## config.mk

```make
export PLATFORM = sky130hd
export DESIGN_NAME = bilink_mode_ctrl
export DESIGN_NICKNAME = d
export VERILOG_FILES = /design/src/rtl/bidir_link_pkg.sv /design/src/rtl/pkt_req_counter.sv /design/src/rtl/req_sampler.sv /design/src/rtl/link_mode_fsm.sv /design/src/rtl/bilink_mode_ctrl.sv
export SDC_FILE = /design/constraint.sdc
export NUM_CORES = 1
export LEC_CHECK = 0
export BUFFER_PORTS_ARGS = -buffer_cell sky130_fd_sc_hd__buf_2
export CELL_PAD_IN_SITES_DETAIL_PLACEMENT = 1
export CELL_PAD_IN_SITES_GLOBAL_PLACEMENT = 1
export CORE_ASPECT_RATIO = 1.75
export CORE_MARGIN = 2
export CORE_UTILIZATION = 35
export DETAILED_ROUTE_END_ITERATION = 10
export MAX_ROUTING_LAYER = met4
export PLACE_DENSITY_LB_ADDON = 0.25
export SYNTH_ARGS = -nofsm -noshare
export SYNTH_HDL_FRONTEND = slang
export SYNTH_HIERARCHICAL = 1
export SYNTH_SLANG_ARGS = --single-unit
```

## constraint.sdc

```tcl
create_clock -name clk -period 2 [get_ports clk]
set_input_delay 0.5 -clock clk [delete_from_list [all_inputs] [get_ports clk]]
set_output_delay 0.5 -clock clk [all_outputs]
set_load 0.02 [all_outputs]
```

## src/rtl/bidir_link_pkg.sv

```systemverilog
package bidir_link_pkg;
  typedef enum logic [2:0] {
    ST_BAL      = 3'd0,
    ST_BURST_LR = 3'd1,
    ST_BURST_RL = 3'd2,
    ST_DRAIN_LR = 3'd3,
    ST_DRAIN_RL = 3'd4
  } link_state_e;

  localparam int MODE_W   = 3;
  localparam int MODE_BAL = 0;
  localparam int MODE_LR  = 1;
  localparam int MODE_RL  = 2;
endpackage

```

## src/rtl/pkt_req_counter.sv

```systemverilog
module pkt_req_counter #(
  parameter int CNT_W = 4
) (
  input  logic             clk,
  input  logic             rst,
  input  logic             pkt_new,
  input  logic             tail_done,
  output logic [CNT_W-1:0] count,
  output logic             req
);
  localparam logic [CNT_W-1:0] CNT_MAX = {CNT_W{1'b1}};

  logic [CNT_W-1:0] cnt_q;

  always_ff @(posedge clk) begin
    if (rst) begin
      cnt_q <= '0;
    end else if (pkt_new && !tail_done) begin
      if (cnt_q != CNT_MAX) cnt_q <= cnt_q + 1'b1;
    end else if (tail_done && !pkt_new) begin
      if (cnt_q != '0) cnt_q <= cnt_q - 1'b1;
    end
  end

  assign count = cnt_q;
  assign req   = (cnt_q != '0);


  cnt_saturate_chk: assert property (@(posedge clk) disable iff (rst)
    (cnt_q == CNT_MAX && pkt_new && !tail_done) |=> cnt_q == CNT_MAX);

  cnt_no_underflow_chk: assert property (@(posedge clk) disable iff (rst)
    (cnt_q == '0 && tail_done && !pkt_new) |=> cnt_q == '0);

  cnt_both_hold_chk: assert property (@(posedge clk) disable iff (rst)
    (pkt_new && tail_done) |=> $stable(cnt_q));
endmodule

```

## src/rtl/req_sampler.sv

```systemverilog
module req_sampler (
  input  logic clk,
  input  logic rst,
  input  logic l_req,
  input  logic r_req,
  output logic l_req_s,
  output logic r_req_s
);
  always_ff @(posedge clk) begin
    if (rst) begin
      l_req_s <= 1'b0;
      r_req_s <= 1'b0;
    end else begin
      l_req_s <= l_req;
      r_req_s <= r_req;
    end
  end
endmodule

```

## src/rtl/link_mode_fsm.sv

```systemverilog
module link_mode_fsm
  import bidir_link_pkg::*;
(
  input  logic              clk,
  input  logic              rst,
  input  logic              l_req_s,
  input  logic              r_req_s,
  output logic [MODE_W-1:0] mode,
  output logic              l_drain,
  output logic              r_drain
);
  link_state_e state_q, state_d;
  logic only_l, only_r;

  assign only_l = l_req_s && !r_req_s;
  assign only_r = r_req_s && !l_req_s;

  always_comb begin
    state_d = state_q;
    case (state_q)
      ST_BURST_LR: state_d = only_l ? ST_BURST_LR : ST_DRAIN_LR;
      ST_BURST_RL: state_d = only_r ? ST_BURST_RL : ST_DRAIN_RL;
      default: begin
        if (only_l)      state_d = ST_BURST_LR;
        else if (only_r) state_d = ST_BURST_RL;
        else             state_d = ST_BAL;
      end
    endcase
  end

  always_ff @(posedge clk) begin
    if (rst) begin
      state_q <= ST_BAL;
      mode    <= MODE_W'(1) << MODE_BAL;
      l_drain <= 1'b0;
      r_drain <= 1'b0;
    end else begin
      state_q <= state_d;
      l_drain <= (state_d == ST_DRAIN_LR);
      r_drain <= (state_d == ST_DRAIN_RL);
      case (state_d)
        ST_BURST_LR: mode <= MODE_W'(1) << MODE_LR;
        ST_BURST_RL: mode <= MODE_W'(1) << MODE_RL;
        default:     mode <= MODE_W'(1) << MODE_BAL;
      endcase
    end
  end


  mode_onehot_chk: assert property (@(posedge clk) disable iff (rst)
    $onehot(mode));

  drain_exclusive_chk: assert property (@(posedge clk) disable iff (rst)
    !(l_drain && r_drain));

  drain_one_cycle_chk: assert property (@(posedge clk) disable iff (rst)
    (l_drain || r_drain) |=> !(l_drain || r_drain));

  lr_exit_drain_chk: assert property (@(posedge clk) disable iff (rst)
    (mode[MODE_LR] && !only_l) |=> (l_drain && mode[MODE_BAL]));

  rl_exit_drain_chk: assert property (@(posedge clk) disable iff (rst)
    (mode[MODE_RL] && !only_r) |=> (r_drain && mode[MODE_BAL]));

  bal_to_lr_chk: assert property (@(posedge clk) disable iff (rst)
    (mode[MODE_BAL] && only_l) |=> mode[MODE_LR]);
endmodule

```

## src/rtl/bilink_mode_ctrl.sv

```systemverilog
module bilink_mode_ctrl
  import bidir_link_pkg::*;
#(
  parameter int CNT_W = 4
) (
  input  logic              clk,
  input  logic              rst,
  input  logic              l_pkt_new,
  input  logic              l_tail_done,
  input  logic              r_pkt_new,
  input  logic              r_tail_done,
  output logic [CNT_W-1:0]  l_count,
  output logic [CNT_W-1:0]  r_count,
  output logic              l_req,
  output logic              r_req,
  output logic [MODE_W-1:0] mode,
  output logic              l_drain,
  output logic              r_drain
);
  localparam int SIDES = 2;

  logic [SIDES-1:0]            pkt_new_v, tail_v, req_v;
  logic [SIDES-1:0][CNT_W-1:0] cnt_v;
  logic                        l_req_s, r_req_s;

  assign pkt_new_v = {r_pkt_new, l_pkt_new};
  assign tail_v    = {r_tail_done, l_tail_done};

  for (genvar s = 0; s < SIDES; s++) begin : g_side
    pkt_req_counter #(.CNT_W(CNT_W)) u_cnt (
      .clk       (clk),
      .rst       (rst),
      .pkt_new   (pkt_new_v[s]),
      .tail_done (tail_v[s]),
      .count     (cnt_v[s]),
      .req       (req_v[s])
    );
  end

  assign l_count = cnt_v[0];
  assign r_count = cnt_v[1];
  assign l_req   = req_v[0];
  assign r_req   = req_v[1];

  req_sampler u_smp (
    .clk     (clk),
    .rst     (rst),
    .l_req   (l_req),
    .r_req   (r_req),
    .l_req_s (l_req_s),
    .r_req_s (r_req_s)
  );

  link_mode_fsm u_fsm (
    .clk     (clk),
    .rst     (rst),
    .l_req_s (l_req_s),
    .r_req_s (r_req_s),
    .mode    (mode),
    .l_drain (l_drain),
    .r_drain (r_drain)
  );


  req_matches_count_chk: assert property (@(posedge clk) disable iff (rst)
    (l_req == (l_count != '0)) && (r_req == (r_count != '0)));
endmodule

```

# After elaboration in Yosys (flattened, before gate mapping)
# Index checks and enable logic that the tools add are counted.
[word_totals] ff_bits=18 output_inout_bits=15
[op_classes] add_sub_neg=4 eq_ne=10 muxes=14 n_reduce_logical=20
[op_table] operator="$mux W4" n=8
[op_table] operator="$pmux W3 S2" n=2
[op_table] operator="$eq A3 B2 Y1 const B" n=3
[op_table] operator="$add A4 B1 Y4 const B" n=2
[op_table] operator="$ne A4 B4 Y1 const B" n=2
[op_table] operator="$reduce_bool A2 Y1" n=4
[op_table] operator="$reduce_bool A4 Y1" n=2
[op_table] operator="$sub A4 B1 Y4 const B" n=2
[op_table] operator="$eq A3 B1 Y1 const B" n=2
[op_table] operator="$logic_and A1 B1 Y1" n=6
[op_table] operator="$logic_not A1 Y1" n=6
[op_table] operator="$mux W3" n=2
[op_table] operator="$reduce_and A3 Y1" n=2
[op_table] operator="$mux W2" n=2
[op_table] operator="$ne A2 B2 Y1 const B" n=2
[op_table] operator="$eq A3 B3 Y1 const B" n=1

# Logic depth before layout (Yosys ltp)
# Gate-level depths: netlist of the first run.
[logic_depth] word_depth=7 ltp_mapped=6 mapped_depth_nobuf=6

# By module
# Netlist of the first run, hierarchy kept.
[by_module_without_submodules] module="pkt_req_counter" n_inst=2 cells_each=28 area_per_inst_um2=285.3 seq_area_each_um2=80.1
[by_module_without_submodules] module="link_mode_fsm" n_inst=1 cells_each=29 area_per_inst_um2=291.5 seq_area_each_um2=160.2
[by_module_without_submodules] module="req_sampler" n_inst=1 cells_each=4 area_per_inst_um2=52.6 seq_area_each_um2=40.0

# Worst setup path before layout of the first run
# OpenSTA, ideal clock, no wires.
[synth_timing] path_kind="input to register" from="input l_tail_done" to="register g_side[0].u_cnt.cnt_q[3]" setup_time_ns=0.123 t_arrival_ns=1.800 required_ns=1.877 setup_slack_ns=0.077 path_stages=6 n_path_buf=0 cell_sequence="nand2b_1 > ha_1 > a21oi_1 > a211oi_2 > a31oi_1 > mux2_1"
[synth_via] elab_chain_len=4 word_cells_on_any_way=8
[synth_rtl] element="start: declaration" line="bilink_mode_ctrl.sv:9" text="input logic l_tail_done,"
[synth_rtl] element="$logic_not A1 Y1" line="pkt_req_counter.sv:18" text="end else if (pkt_new && !tail_done) begin"
[synth_rtl] element="$logic_and A1 B1 Y1" line="pkt_req_counter.sv:18"
[synth_rtl] element="$ne A2 B2 Y1 (no line) or $reduce_bool A2 Y1 (tied branches)"
[synth_rtl] element="$reduce_and A3 Y1 (no line)"
[synth_rtl] element="end signal: assignment" line="pkt_req_counter.sv:19" text="if (cnt_q != CNT_MAX) cnt_q <= cnt_q + 1'b1;"
[synth_rtl] element="end signal: assignment" line="pkt_req_counter.sv:21" text="if (cnt_q != '0) cnt_q <= cnt_q - 1'b1;"
[synth_rtl] element="end: declaration" line="pkt_req_counter.sv:13" text="logic [CNT_W-1:0] cnt_q;"
# Parallel ways exist; a longest one is shown, timed or not.
# A chain may end at the register's enable or synchronous reset.

# Final worst setup path of the first run
[layout_timing] from="input r_tail_done" to="register g_side[1].u_cnt.cnt_q[3]"
[layout_via] elab_chain_len=4 word_cells_on_any_way=8
[layout_rtl] element="start: declaration" line="bilink_mode_ctrl.sv:11" text="input logic r_tail_done,"
[layout_rtl] element="$logic_not A1 Y1" line="pkt_req_counter.sv:18"
[layout_rtl] element="$logic_and A1 B1 Y1" line="pkt_req_counter.sv:18"
[layout_rtl] element="$ne A2 B2 Y1 (no line) or $reduce_bool A2 Y1 (tied branches)"
[layout_rtl] element="$reduce_and A3 Y1 (no line)"
[layout_rtl] element="end signal: assignment" line="pkt_req_counter.sv:19"
[layout_rtl] element="end signal: assignment" line="pkt_req_counter.sv:21"
[layout_rtl] element="end: declaration" line="pkt_req_counter.sv:13"
# Parallel ways exist; a longest one is shown, timed or not.

==> results of run 1 <==
==> layout make-up <==
class                   instances  share of cell area [%]
clock buffers                   4                    4.80
inverters                       4                    1.31
multi-input cells              67                    47.0
repair buffers                 26                    12.6
flip-flops and latches         18                    31.4
well taps                      26                    2.84
==> per-stage QoR <==
stage               instance area [sq um]  std cells  util [%]  hold WS [ps]  setup TNS, ps
finish                               1150        145      46.0           524              0
floorplan                             915         89         -           459              0
CTS                                  1150        145      46.0           532              0
detailed placement                   1090        141      43.8           522           -137
global placement                     1090        141      43.8           485          -55.4
global route                         1150        145      46.0           564              0
==> kinds of logic after synthesis <==
kind of cell	after synthesis	synth area share, %
xor gates and xnor gates	4	3.83
muxes	4	4.65
and+or+nand+nor	38	27.5
buffers and inverters	4	1.64
DFF	18	39.4
adders and majority gates	7	11.1
AOI/OAI and AO/OA	14	11.9
==> worst max-delay path by stage <==
stage           startpoint                  endpoint  slack, ps
6_report       r_tail_done  g_side[1].u_cnt/count[3]        170
5_1_grt        r_tail_done  g_side[1].u_cnt/count[3]        110
4_1_cts        r_tail_done  g_side[1].u_cnt/count[3]        150
3_5_place_dp   r_tail_done  g_side[1].u_cnt/count[3]       -120
3_3_place_gp   r_tail_done  g_side[1].u_cnt/count[3]        -60
2_1_floorplan  l_tail_done  g_side[0].u_cnt/count[3]         80
==> flip-flops by register name, indices dropped and copies added (netlist names) <==
register,count
g_side.u_cnt/count,8
u_fsm/mode,3
u_fsm/state_q,3
u_fsm/l_drain,1
u_fsm/r_drain,1
u_smp/l_req_s,1
u_smp/r_req_s,1
==> routing by layer <==
metal,wire (um),GRT usage (%),vias up
li1,-,-,376
met1,844,15.9,361
met2,1070,27.8,15
met3,50,2.27,4
met4,25,5.21,0
met5,0,-,-
==> power breakdown <==
part | switching (W) | internal (W)
sequential | 0.0000911 | 0.000428
clock | 0.000123 | 0.000175
combinational | 0.000257 | 0.000224
==> worst max-delay path: stages <==
cell      delay (ps)
buf_2            100
nand2b_1         190
ha_1             330
a21oi_1          250
a211oi_2         110
a31oi_1          160
mux2_1           330
==> cell usage after synthesis, types with 2 or more instances <==
cell      number  area share [%]
dfxtp_1       18              39
nor2_1        11             4.5
nand2b_1       7             4.8
nor2b_1        5             3.4
ha_1           4             5.5
inv_1          4             1.6
xnor2_1        4             3.8
a21oi_1        3             1.6
nor3_1         3             1.6
a211oi_1       2             1.6
a211oi_2       2             2.7
a31oi_1        2             1.4
and3b_1        2             1.9
and4_2         2             2.2
fa_1           2             4.4
mux2_1         2             2.5
mux2i_1        2             2.2
nand3_1        2             1.1
nor3b_1        2             1.6
nor4_4         2             4.7
o21ai_0        2             1.1
o22ai_2        2             2.7
==> flow_summary.toml, run 1 <==
[layout]
multiInputGateArea_sq_um = 539
antenna_cells = 0
synthToLayoutAreaGrowth_pct = 25.4
final_cell_mix = "buf_2, dfxtp_1, nor2_1, nand2b_1, buf_4"
drive_gt1_share_pct = 33.6
fillers = 295
fin_nets = 132
register_area_sq_um = 360
layout.cells.most_common = "buf_2"

[worst_hold_path]
hp-class = "register to register"
worstHoldStart = "u_smp/l_req_s"
whs_path_depth = 2
whs_endpoint = "u_fsm/mode[1]"

[die]
die_y_um = 71.6
row_count = 24
io_pins = 21
core-area_sq_um = 2490
fp.dieW_um = 42.6
die-area_sq_um = 3050
start_util_pct = 36.7

[grt]
grt-ovfl-total = 0
grt_max_degree = 21
grtUsageTotal_pct = 15.1
grt_pass1_vias = 788
grt_pass1_wl_mm = 3.47
antenna_found_initial = 0

[setup_path]
r2r_setup_slack_ps = 290
crit_type = "primary input to register"
crit_fanout = 4
reg2reg_from = "g_side[1].u_cnt/count[2]"
endpoint_kind = "register"
r2r-end = "g_side[1].u_cnt/count[3]"
worstRegToRegCells = 5
cp-start-kind = "primary input"
arrival_ps = 1970
crit_required_ps = 2140

[placement]
dp_slack_ps = -118
gp_congestion = 0.788
io_buffers = 20
hpwl_mm = 1.58

[yosys]
ys_warn_count = 6
synthArstFlopShare_pct = 0
avgSynthCellArea_sq_um = 10.3
syn_area_sq_um = 915
synth_edf_count = 0
synth-seq-area-share_pct = 39.4
postSynthNetCount = 101
synth_ff_type = "dfxtp_1"
syn_inst = 89
ys_types = 26
synth-seq-cells = 18

[route]
dr_total_vias = 756
wl_per_cell_um = 13.7
via_per_inst = 5.21
drtAntennaViolNets = 0
drc = 0
first_pass_iters = 4
drt_iter0_markers = 4
wirelength_mm = 1.99

[pwr]
finalPower_w = 0.00130
powerDensity_nw_per_um2 = 1130
power.leakage_nw = 0.504
ir_drop_mv = 0.618

[clock_tree]
cts_root_buf = "clkbuf_8"
clk_latency_ps = 250
cts_buffer_depth = 2
cts.clk_slew.worst_paths_ps = 70
hold_buffers = 0
cts.sinks = 18
numCtsBuffers = 3
htreeDepth = 1
cts_tree = "built"
cts_setup_buffers = 0
postCtsResizedCells = 0

[timing]
setup_violations = 0
period_needed_ps = 1830
fin_crit_sh_pct = 91.3
postLayoutSetupSlackWorst_ps = 174
fmaxAchievable_ghz = 0.548
hold_viol_final = 0
slew-limit-headroom_pct = 72.4
slew_viol_final = 0
tightestPinTransition_ps = 414
finalClockSkew_ps = 2.17
grt_setup_unrepaired = "no"

[flow_run]
drv_cap = 0

[run_status]
status = "finished, final reports clean"
No activity file was read; power rests on OpenSTA's default activity.
==> run 2: changes to the inputs <==
- RECOVER_POWER: unset -> 100
==> flow_summary.toml, run 2 (synthesized netlist as in run 1, its figures left out) <==
[setup_path]
crit_required_ps = 2140
crit_type = "primary input to register"
worstPathCellList = "buf_2 > nand2b_1 > ha_1 > a21oi_1 > a211oi_2 > a31oi_1 > mux2_1"
arrival_ps = 1970
endpoint_kind = "register"
crit_path_max_incr_delay_ps = 330
slowest_stage = "ha_1"
crit_fanout = 4
cp-start-kind = "primary input"

[layout]
stdcell_count = 145
final_util_pct = 44.8
synthToLayoutAreaGrowth_pct = 22.0
drive_gt1_share_pct = 17.6
final_cell_mix = "dfxtp_1, clkbuf_1, nor2_1, nand2b_1"
antenna_cells = 0
fin_nets = 132
layout.cells.most_common = "dfxtp_1"
largest_register_ffs = 8
postLayoutCellArea_sq_um = 1120

[pwr]
power.leakage_nw = 0.442
ir_drop_mv = 0.612
powerDensity_nw_per_um2 = 1140
finalPower_w = 0.00127

[route]
dr_total_vias = 752
drt_iter0_markers = 6
drtAntennaViolNets = 0
via_per_inst = 5.19
drc = 0
wirelength_mm = 1.98
first_pass_iters = 4
wl_per_cell_um = 13.6

[clock_tree]
cts_buffer_depth = 2
htreeDepth = 1
cts_tree = "built"
cts_setup_buffers = 0
postCtsResizedCells = 0
numCtsBuffers = 3
hold_buffers = 0
cts_root_buf = "clkbuf_8"
cts.sinks = 18
clk_latency_ps = 250
cts.clk_slew.worst_paths_ps = 70

[placement]
io_buffers = 20
dpl_cell_area_sq_um = 1090
hpwl_mm = 1.58
place_inst = 141
gp_congestion = 0.788

[timing]
hold_viol_final = 0
fmaxAchievable_ghz = 0.547
finalClockSkew_ps = 1.81
fin_crit_sh_pct = 91.4
fin_hold_ws_ps = 521
slew_viol_final = 0
grt_setup_unrepaired = "no"
period_needed_ps = 1830
setup_violations = 0
tightestPinTransition_ps = 426
slew-limit-headroom_pct = 71.6

[grt]
grt_pass1_vias = 788
grt_pass1_wl_mm = 3.47
grtUsageTotal_pct = 15.1
grt_max_degree = 21
grt-ovfl-total = 0
antenna_found_initial = 0

[worst_hold_path]
hp-class = "register to register"

[die]
fp.dieW_um = 42.6
io_pins = 21
row_count = 24
die_y_um = 71.6
start_util_pct = 36.7
die-area_sq_um = 3050
core-area_sq_um = 2490

[flow_run]
drv_cap = 0

[run_status]
status = "finished, final reports clean"
==> run 2: final timing paths <==
path,slack (ps),cells past startpoint,end,start
worst min-delay path,520,2,u_fsm/mode[1],u_smp/l_req_s
worst max-delay path,170,7,g_side[1].u_cnt/count[3],r_tail_done
worst min register to register,520,2,u_fsm/mode[1],u_smp/l_req_s
worst max register to register,280,5,g_side[1].u_cnt/count[3],g_side[1].u_cnt/count[2]
==> run 2: metal layers <==
layer	part of all wire [%]	track usage (%)
met3	2.3	2.27
met4	1.3	5.21
met2	54	27.8
met5	0	-
met1	43	15.9
==> run 2: cell type report <==
class,instances,area [sq um]
clock buffers,4,55.1
fillers,303,1380
flip-flops and latches,18,360
well taps,26,32.5
multi-input cells,67,531
inverters,4,15.0
repair buffers,26,123
==> run 2: through the flow <==
step	TNS [ps]	setup slack [ps]
finish	0	171
global route	0	117
CTS	0	148
detailed placement	-137	-118
global placement	-55.4	-55.4
floorplan	0	76.8
==> run 2: worst max-delay path, delay by kind of cell <==
kind / cells / cell delay [ps]
mux: 1 / 330
compound gates: 3 / 520
fa+ha+maj: 1 / 330
buf+inv: 1 / 100
simple gates: 1 / 180
==> run 2: power breakdown <==
group / total (W) / switching (W) / internal, W / leakage [nW]
Combinational: 0.000457 / 0.000255 / 0.000202 / 0.265
Sequential: 0.000520 / 0.0000920 / 0.000428 / 0.148
Clock: 0.000298 / 0.000123 / 0.000175 / 0.0288
